==> src/rtl/seg_addr_pkg.sv <==
package seg_addr_pkg;
  typedef enum logic [1:0] {SEG_CODE = 2'd0, SEG_STACK = 2'd1, SEG_DATA = 2'd2, SEG_EXTRA = 2'd3} segIdx_e;
  typedef enum logic [1:0] {ACC_FETCH = 2'd0, ACC_DATA = 2'd1, ACC_BLKSRC = 2'd2, ACC_BLKDST = 2'd3} accKind_e;
  typedef enum logic [1:0] {XFER_NONE = 2'd0, XFER_NEAR = 2'd1, XFER_FAR = 2'd2, XFER_REL = 2'd3} xferKind_e;
  localparam int NUM_SEGS = 4;
  localparam int BASE_W = 3;
  localparam logic [BASE_W-1:0] BASE_SP = 3'd3;
  localparam logic [BASE_W-1:0] BASE_BP = 3'd4;

  typedef struct packed {
    segIdx_e segSel;
    logic    useIp;
    logic    ipLoad;
    logic    ipRel;
    logic    csLoad;
  } ctrlStrobes_t;
endpackage

==> src/rtl/seg_addr_ctrl.sv <==
module seg_addr_ctrl
  import seg_addr_pkg::*;
(
  input  logic [1:0]        accKind,
  input  logic [BASE_W-1:0] baseReg,
  input  logic              ovrEn,
  input  logic [1:0]        ovrSel,
  input  logic [1:0]        xferKind,
  output ctrlStrobes_t      strobes
);
  accKind_e  acc;
  xferKind_e xk;
  segIdx_e   dflt;

  assign acc = accKind_e'(accKind);
  assign xk  = xferKind_e'(xferKind);

  always_comb begin
    unique case (acc)
      ACC_FETCH:  dflt = SEG_CODE;
      ACC_DATA:   dflt = (baseReg == BASE_SP || baseReg == BASE_BP) ? SEG_STACK : SEG_DATA;
      ACC_BLKSRC: dflt = SEG_DATA;
      default:    dflt = SEG_EXTRA;
    endcase
  end

  always_comb begin
    strobes.segSel = dflt;
    if (ovrEn && (acc == ACC_DATA || acc == ACC_BLKSRC))
      strobes.segSel = segIdx_e'(ovrSel);
    strobes.useIp  = (acc == ACC_FETCH);
    strobes.ipLoad = (xk == XFER_NEAR) || (xk == XFER_FAR);
    strobes.ipRel  = (xk == XFER_REL);
    strobes.csLoad = (xk == XFER_FAR);
  end
endmodule

==> src/rtl/seg_addr_datapath.sv <==
module seg_addr_datapath
  import seg_addr_pkg::*;
#(
  parameter int SEG_W = 16,
  parameter int OFF_W = 16,
  parameter int SHIFT = 4,
  parameter logic [SEG_W-1:0] CS_RESET = '1
) (
  input  logic                    clk,
  input  logic                    rstN,
  input  ctrlStrobes_t            strobes,
  input  logic [OFF_W-1:0]        offset,
  input  logic                    segWrEn,
  input  logic [1:0]              segWrSel,
  input  logic [SEG_W-1:0]        segWrData,
  input  logic [OFF_W-1:0]        xferIp,
  input  logic [SEG_W-1:0]        xferSeg,
  output logic [SEG_W+SHIFT-1:0]  physAddr,
  output logic [1:0]              segUsed,
  output logic [OFF_W-1:0]        ipOut,
  output logic [SEG_W-1:0]        csOut
);
  localparam int ADDR_W = SEG_W + SHIFT;

  logic [SEG_W-1:0]  segQ [NUM_SEGS];
  logic [OFF_W-1:0]  ipQ;
  logic [OFF_W-1:0]  offEff;
  logic [ADDR_W-1:0] baseAddr;

  for (genvar i = 0; i < NUM_SEGS; i++) begin : g_seg
    always_ff @(posedge clk or negedge rstN) begin
      if (!rstN)
        segQ[i] <= (i == 0) ? CS_RESET : '0;
      else if (i == 0 && strobes.csLoad)
        segQ[i] <= xferSeg;
      else if (segWrEn && segWrSel == 2'(i))
        segQ[i] <= segWrData;
    end
  end

  always_ff @(posedge clk or negedge rstN) begin
    if (!rstN)              ipQ <= '0;
    else if (strobes.ipLoad) ipQ <= xferIp;
    else if (strobes.ipRel)  ipQ <= ipQ + xferIp;
  end

  assign offEff   = strobes.useIp ? ipQ : offset;
  assign baseAddr = {segQ[strobes.segSel], {SHIFT{1'b0}}};
  assign physAddr = baseAddr + {{(ADDR_W-OFF_W){1'b0}}, offEff};
  assign segUsed  = strobes.segSel;
  assign ipOut    = ipQ;
  assign csOut    = segQ[0];
endmodule

==> src/rtl/seg_addr_gen.sv <==
module seg_addr_gen
  import seg_addr_pkg::*;
#(
  parameter int SEG_W = 16,
  parameter int OFF_W = 16,
  parameter int SHIFT = 4,
  parameter logic [SEG_W-1:0] CS_RESET = '1
) (
  input  logic                   clk,
  input  logic                   rstN,
  input  logic [1:0]             accKind,
  input  logic [2:0]             baseReg,
  input  logic [OFF_W-1:0]       offset,
  input  logic                   ovrEn,
  input  logic [1:0]             ovrSel,
  input  logic                   segWrEn,
  input  logic [1:0]             segWrSel,
  input  logic [SEG_W-1:0]       segWrData,
  input  logic [1:0]             xferKind,
  input  logic [OFF_W-1:0]       xferIp,
  input  logic [SEG_W-1:0]       xferSeg,
  output logic [SEG_W+SHIFT-1:0] physAddr,
  output logic [1:0]             segUsed,
  output logic [OFF_W-1:0]       ipOut,
  output logic [SEG_W-1:0]       csOut
);
  ctrlStrobes_t strobes;

  seg_addr_ctrl u_ctrl (
    .accKind(accKind), .baseReg(baseReg), .ovrEn(ovrEn), .ovrSel(ovrSel),
    .xferKind(xferKind), .strobes(strobes)
  );

  seg_addr_datapath #(.SEG_W(SEG_W), .OFF_W(OFF_W), .SHIFT(SHIFT), .CS_RESET(CS_RESET)) u_dp (
    .clk(clk), .rstN(rstN), .strobes(strobes), .offset(offset),
    .segWrEn(segWrEn), .segWrSel(segWrSel), .segWrData(segWrData),
    .xferIp(xferIp), .xferSeg(xferSeg),
    .physAddr(physAddr), .segUsed(segUsed), .ipOut(ipOut), .csOut(csOut)
  );
endmodule

==> config.mk <==
export PLATFORM = sky130hd
export DESIGN_NAME = seg_addr_gen
export DESIGN_NICKNAME = d
export VERILOG_FILES = /design/src/rtl/seg_addr_pkg.sv /design/src/rtl/seg_addr_ctrl.sv /design/src/rtl/seg_addr_datapath.sv /design/src/rtl/seg_addr_gen.sv
export SDC_FILE = /design/constraint.sdc
export NUM_CORES = 1
export LEC_CHECK = 0
export ABC_AREA = 1
export ABC_CLOCK_PERIOD_IN_PS = 8000
export BUFFER_PORTS_ARGS = -buffer_cell sky130_fd_sc_hd__buf_4
export CAP_MARGIN = 40
export CELL_PAD_IN_SITES_DETAIL_PLACEMENT = 1
export CELL_PAD_IN_SITES_GLOBAL_PLACEMENT = 1
export CORE_ASPECT_RATIO = 1.4
export CORE_MARGIN = 3
export CORE_UTILIZATION = 42
export DETAILED_ROUTE_END_ITERATION = 10
export PLACE_DENSITY = 0.92
export REMOVE_ABC_BUFFERS = 1
export SYNTH_ARGS = -nofsm -noshare
export SYNTH_HDL_FRONTEND = slang
export SYNTH_SLANG_ARGS = --single-unit
==> constraint.sdc <==
create_clock -name clk -period 8 [get_ports clk]
set_input_delay 1.6 -clock clk [delete_from_list [all_inputs] [get_ports clk]]
set_output_delay 1.6 -clock clk [all_outputs]
set_load 0.005 [all_outputs]
### After elaboration in Yosys (flattened, before gate mapping)

Cells that the tools add are included.
Widths: inputs -> output; s select.

* bitwise logic cells: 1
* mux-type cells: 11
* equal/unequal tests: 10
* reductions and logical operators: 12
* $lt $le $gt $ge: 1
* add/subtract/negate cells: 2

Operators with widths (count)
* $mux 16: 7
* $bmux 16 s2: 1
* $add 20x16->20: 1
* $add 16x16->16: 1
* $eq 2x2->1 const B: 5
* $eq 2x1->1 const B: 3
* $pmux 2 s3: 1
* $logic_and 1x1->1: 5
* $logic_not 2->1: 2
* $mux 2: 2
* $reduce_bool 2->1: 2
* $eq 3x2->1 const B: 1
* $eq 3x3->1 const B: 1
* $ge 3x3->1 const B: 1
* $logic_or 1x1->1: 3
* $not 2->3: 1

* output and inout bits: 54
* logic and storage cells: 42
* register bits after elaboration: 80
* bits of input ports: 79

### Logic depth before layout (Yosys ltp)

* depth in word-level cells: 10
* mapped depth: 23
* mapped depth without buffers: 22

### Modules after synthesis

From an unflattened synthesis, not the netlist that was laid out.

* cells, all modules: 793
* area, all modules: 5654.2 um^2

By module, submodules not included
* seg_addr_datapath: cells each 767, times used 1, area each 5500.3 um^2, seq. area each 2021.9 um^2
* seg_addr_ctrl: cells each 26, times used 1, area each 153.9 um^2, seq. area each 0.0 um^2

### Least setup slack after synthesis

Ideal clock, no wire load.

* kind: input-to-output
* start: in accKind[0]
* end: out physAddr[14]
* setup slack: 2169 ps
* cell stages on the path: 22
* arrival: 4231 ps
* data required time: 6400 ps
* buffers on the path: 2
* cell sequence: inv_1 > ha_1 > nand2_2 > or2_0 > buf_6 > nand2_8 > inv_2 > buf_2 > o21ai_0 > o22ai_1 > ha_1 > fa_1 > nand3_1 > nand2_1 > nand2_1 > nand2_1 > a21oi_1 > o21ai_1 > nand3_1 > nand2_1 > nand2_1 > nand2_1

* longest elaborated chain between the ends: 9
* elaborated cells on any way between the ends: 13
* classes of those cells: 1 x add/sub; 2 x eq/ne; 6 x mux; 1 x bitwise; 3 x reduce/logical

Ends and longest elaborated chain
* start: declaration: RTL line seg_addr_gen.sv:11 `input logic [1:0] accKind,`
* branches (longest 3 deep; another with $pmux 2 s3)
* $mux 2 *: RTL line seg_addr_ctrl.sv:29 `if (ovrEn && (acc == ACC_DATA || acc == ACC_BLKSRC))`
* net segUsed[0]: RTL line seg_addr_gen.sv:23 `output logic [1:0] segUsed,`
* $not 2->3 (not written as such) *: RTL line seg_addr_datapath.sv:48 `assign baseAddr = {segQ[strobes.segSel], {SHIFT{1'b0}}};`
* $bmux 16 s2 *: RTL line seg_addr_datapath.sv:48
* $mux 16 (not written as such) * (2 in series): RTL line seg_addr_datapath.sv:48
* $add 20x16->20 *: RTL line seg_addr_datapath.sv:49 `assign physAddr = baseAddr + {{(ADDR_W-OFF_W){1'b0}}, offEff};`
* end: declaration: RTL line seg_addr_gen.sv:22 `output logic [SEG_W+SHIFT-1:0] physAddr,`

Mark *: on every way through the listed nets, which the timed path passes. The select of a mux whose other input is x is not followed.

### Worst setup path after layout

* start: in accKind[0]
* end: out physAddr[14]

* longest elaborated chain between the ends: 9
* elaborated cells on any way between the ends: 13
* classes of those cells: 1 x add/sub; 2 x eq/ne; 6 x mux; 1 x bitwise; 3 x reduce/logical

Ends and longest elaborated chain (RTL line)
* branches (longest 8 deep; another with $bmux 16 s2)
* $add 20x16->20 *: seg_addr_datapath.sv:49

Every way passes the cells marked *. The select of a mux whose other input is x is not followed.

==> flow_summary.toml <==
[status]
outcome = "finished, final reports clean"

[clock_tree]
clk_pin_slew_ns = 0.06
clockBufferDepth = 2
cts_resized = 0
cts_tree = "built"
cts_hold_buf = 0
clock-sinks = 80
cts_setup_buffers = 0
cts_root_buf = "clkbuf_16"
cts.htree.levels = 3
cts_made_buffers = 9
insertion_delay_ns = 0.34

[worst_setup_path]
critPathKind = "in2out"
critPathCaptureType = "output port"
critPathArrivalTime_ns = 5.41
slowest_stage = "or2_0"
crit_fanout = 36
rrSetupSlack_ns = 5.90
required_ns = 6.40
path_buf_inv = 4
path_common_cell = "nand2_1"
max_stage_delay_ns = 0.57
r2r_end = "u_dp.ipOut[11]$_DFFE_PN0P_"
r2r_start = "u_dp.ipOut[4]$_DFFE_PN0P_"
worst_r2r_path_depth = 10
critPathTopFamily = "simple AND/OR/NAND/NOR gates"
critPathLaunchType = "input port"
cp_cell_sequence = "buf_4 -> inv_1 -> ha_1 -> nand2_2 -> or2_0 -> nand2_8 -> inv_2 -> o21ai_0 -> o22ai_1 -> ha_1 -> fa_1 -> nand3_1 -> nand2_1 -> nand2_1 -> nand2_1 -> a21oi_1 -> o21ai_1 -> nand3_1 -> nand2_1 -> nand2_1 -> nand2_1 -> buf_4"

[sta]
clock_skew_ns = 0.00768
hold_violations = 0
totalNegativeSetupSlack_ns = 0
rsz0062_at_grt = "no"
fmax_mhz = 143
worstMarginPinSlew_ns = 0.829
min_period_ns = 7.01
slew_headroom = 0.447
finalSetupViolations = 0
slew_viol_final = 0
fin_crit_sh = 0.876

[cells_and_area]
nNetsFinal = 970
fillers = 1663
final_util = 0.537
syn_to_final_growth_pct = 23.9
drive_above_1_share = 0.217
antennaDiodeCount = 0

[logic_synthesis]
synth_most_common_cell = "nand2_1"
ys_top_cells_by_count = "nand2_1 (181), o21ai_0 (99), inv_1 (67)"
syn-cell-area_mm2 = 0.00560
synth.avg_cell_area_um2 = 7.45
synthCells = 752
ys_warn_count = 0
yosys.area.top_type = "dfrtp_1"
synth_edf_count = 0
ys_types = 41
netlist_top_cells_area = "dfrtp_1 (29%), nand2_1 (12%), o21ai_0 (8.8%)"
synth_flop_cell = "dfrtp_1"
yosys_register_bits = 80
ys_seq_area_frac = 0.361
synthArstFlopShare = 1.00
synth_top_area_share = 0.286

[place]
portBuffers = 132
globalplace.congestion = 0.809
dp_hpwl_um = 13600

[route]
antenna_left = 0
vias = 5579
drt_iter0_markers = 228
drt_drc_violations_left = 0
first_pass_iters = 4
avgViaCountPerCell = 5.37
wirelength_um = 17800
routedWlPerCell_um = 17.1

[global_route]
grt_usage = 0.247
overflow = 0
antenna_found_initial = 0
grt_pass1_vias = 6105
grt_pass1_wl_um = 29600
grt_max_degree = 65

[floorplanning]
die_x_um = 104
die-area_mm2 = 0.0148
io_pins = 133
fp.dieH_um = 143
start_util = 0.433
row_count = 49
coreArea_mm2 = 0.0129

[worst_hold_path]
min_delay_path_depth = 2
min_to = "u_dp.segQ[16]$_DFFE_PN0P_"
hold_class = "reg2reg"
min_from = "u_dp.segQ[16]$_DFFE_PN0P_"

[power]
p_leak_nw = 3.47
peakVddDrop_uv = 112
power_per_cell_area_mw_per_mm2 = 260

[flow_run]
max_cap_violations = 0
layout make-up:
type | count | area [um^2] | area share
clock buffer | 13 | 240 | 0.0346
clock inverter | 3 | 67.6 | 0.00973
tap | 178 | 223 | 0.0321
sequential | 80 | 2020 | 0.291
timing repair buffer | 140 | 1090 | 0.156
multi-input combinational | 556 | 3050 | 0.439
inverter | 69 | 259 | 0.0373
power breakdown:
group	total, mW	internal (mW)	switching [mW]
registers	0.553	0.490	0.0631
logic	0.813	0.352	0.461
clock network	0.441	0.274	0.167
total	1.81	1.12	0.690
worst max-delay path by stage:
stage                           from           end  slack [ns]  cells after the start
after CTS                 accKind[0]  physAddr[14]        0.99                     22
after global placement    accKind[0]  physAddr[14]        1.24                     22
after global routing      accKind[0]  physAddr[14]        0.65                     21
after detailed placement  accKind[0]  physAddr[14]        1.07                     22
after floorplan           accKind[0]  physAddr[13]        1.96                     15
final                     accKind[0]  physAddr[14]        0.99                     22
cell families after synthesis:
| group | count (synthesis) | share of synthesized area |
|---|---|---|
| compound gates | 194 | 0.196 |
| xor+xnor | 19 | 0.0297 |
| fa+ha+maj | 35 | 0.0808 |
| buf+inv | 116 | 0.0956 |
| flops | 80 | 0.361 |
| mux | 7 | 0.0141 |
| simple gates | 301 | 0.223 |
registers in the layout, indices dropped and copies added, names as in the netlist:
signal and count:
u_dp.segQ 48, u_dp.csOut 16, u_dp.ipOut 16
per-layer routing:
metal | track usage | share of wire
met2 | 0.488 | 0.55
met4 | 0.104 | 0.027
met5 | 0 | 0
met1 | 0.265 | 0.38
met3 | 0.0289 | 0.037
worst register-to-register path: cells and delay by family, from the launching register on:
family | cells | cell delay [ns]
compound gates | 4 | 0.75
fa+ha+maj | 1 | 0.38
flops | 1 | 0.40
simple gates | 5 | 0.44
cell usage in the layout, fill, tap and decap left out, drive strengths merged, types with 2 or more instances in the layout:
cell,netlist,final
mux2,7,7
o311ai,15,15
buf,25,140
nand3,37,37
ha,33,33
a21o,3,3
a22oi,3,3
nand3b,5,5
o22ai,13,13
clkbuf,22,13
a21oi,47,47
fa,2,2
xor2,15,15
nor2,65,65
nand2,186,186
a31oi,4,4
xnor2,4,4
o21ai,103,103
dfrtp,64,64
nand4,4,4
nor3,2,2
dfstp,16,16
bufinv,0,2
o211ai,4,4
inv,69,69
metrics by stage:
stage	std cells	worst slack (ns)	total power, mW	hold WS (ns)	cell area (um^2)
finish	1039	0.989	1.81	0.484	6940
global route	1039	0.647	1.95	0.504	6940
CTS	1039	0.988	1.82	0.486	6940
detailed placement	1023	1.07	1.37	0.471	6640
global placement	1020	1.24	1.33	0.461	6580
floorplan	705	1.96	1.01	0.444	5330
Power figures use the tool's default switching activity.
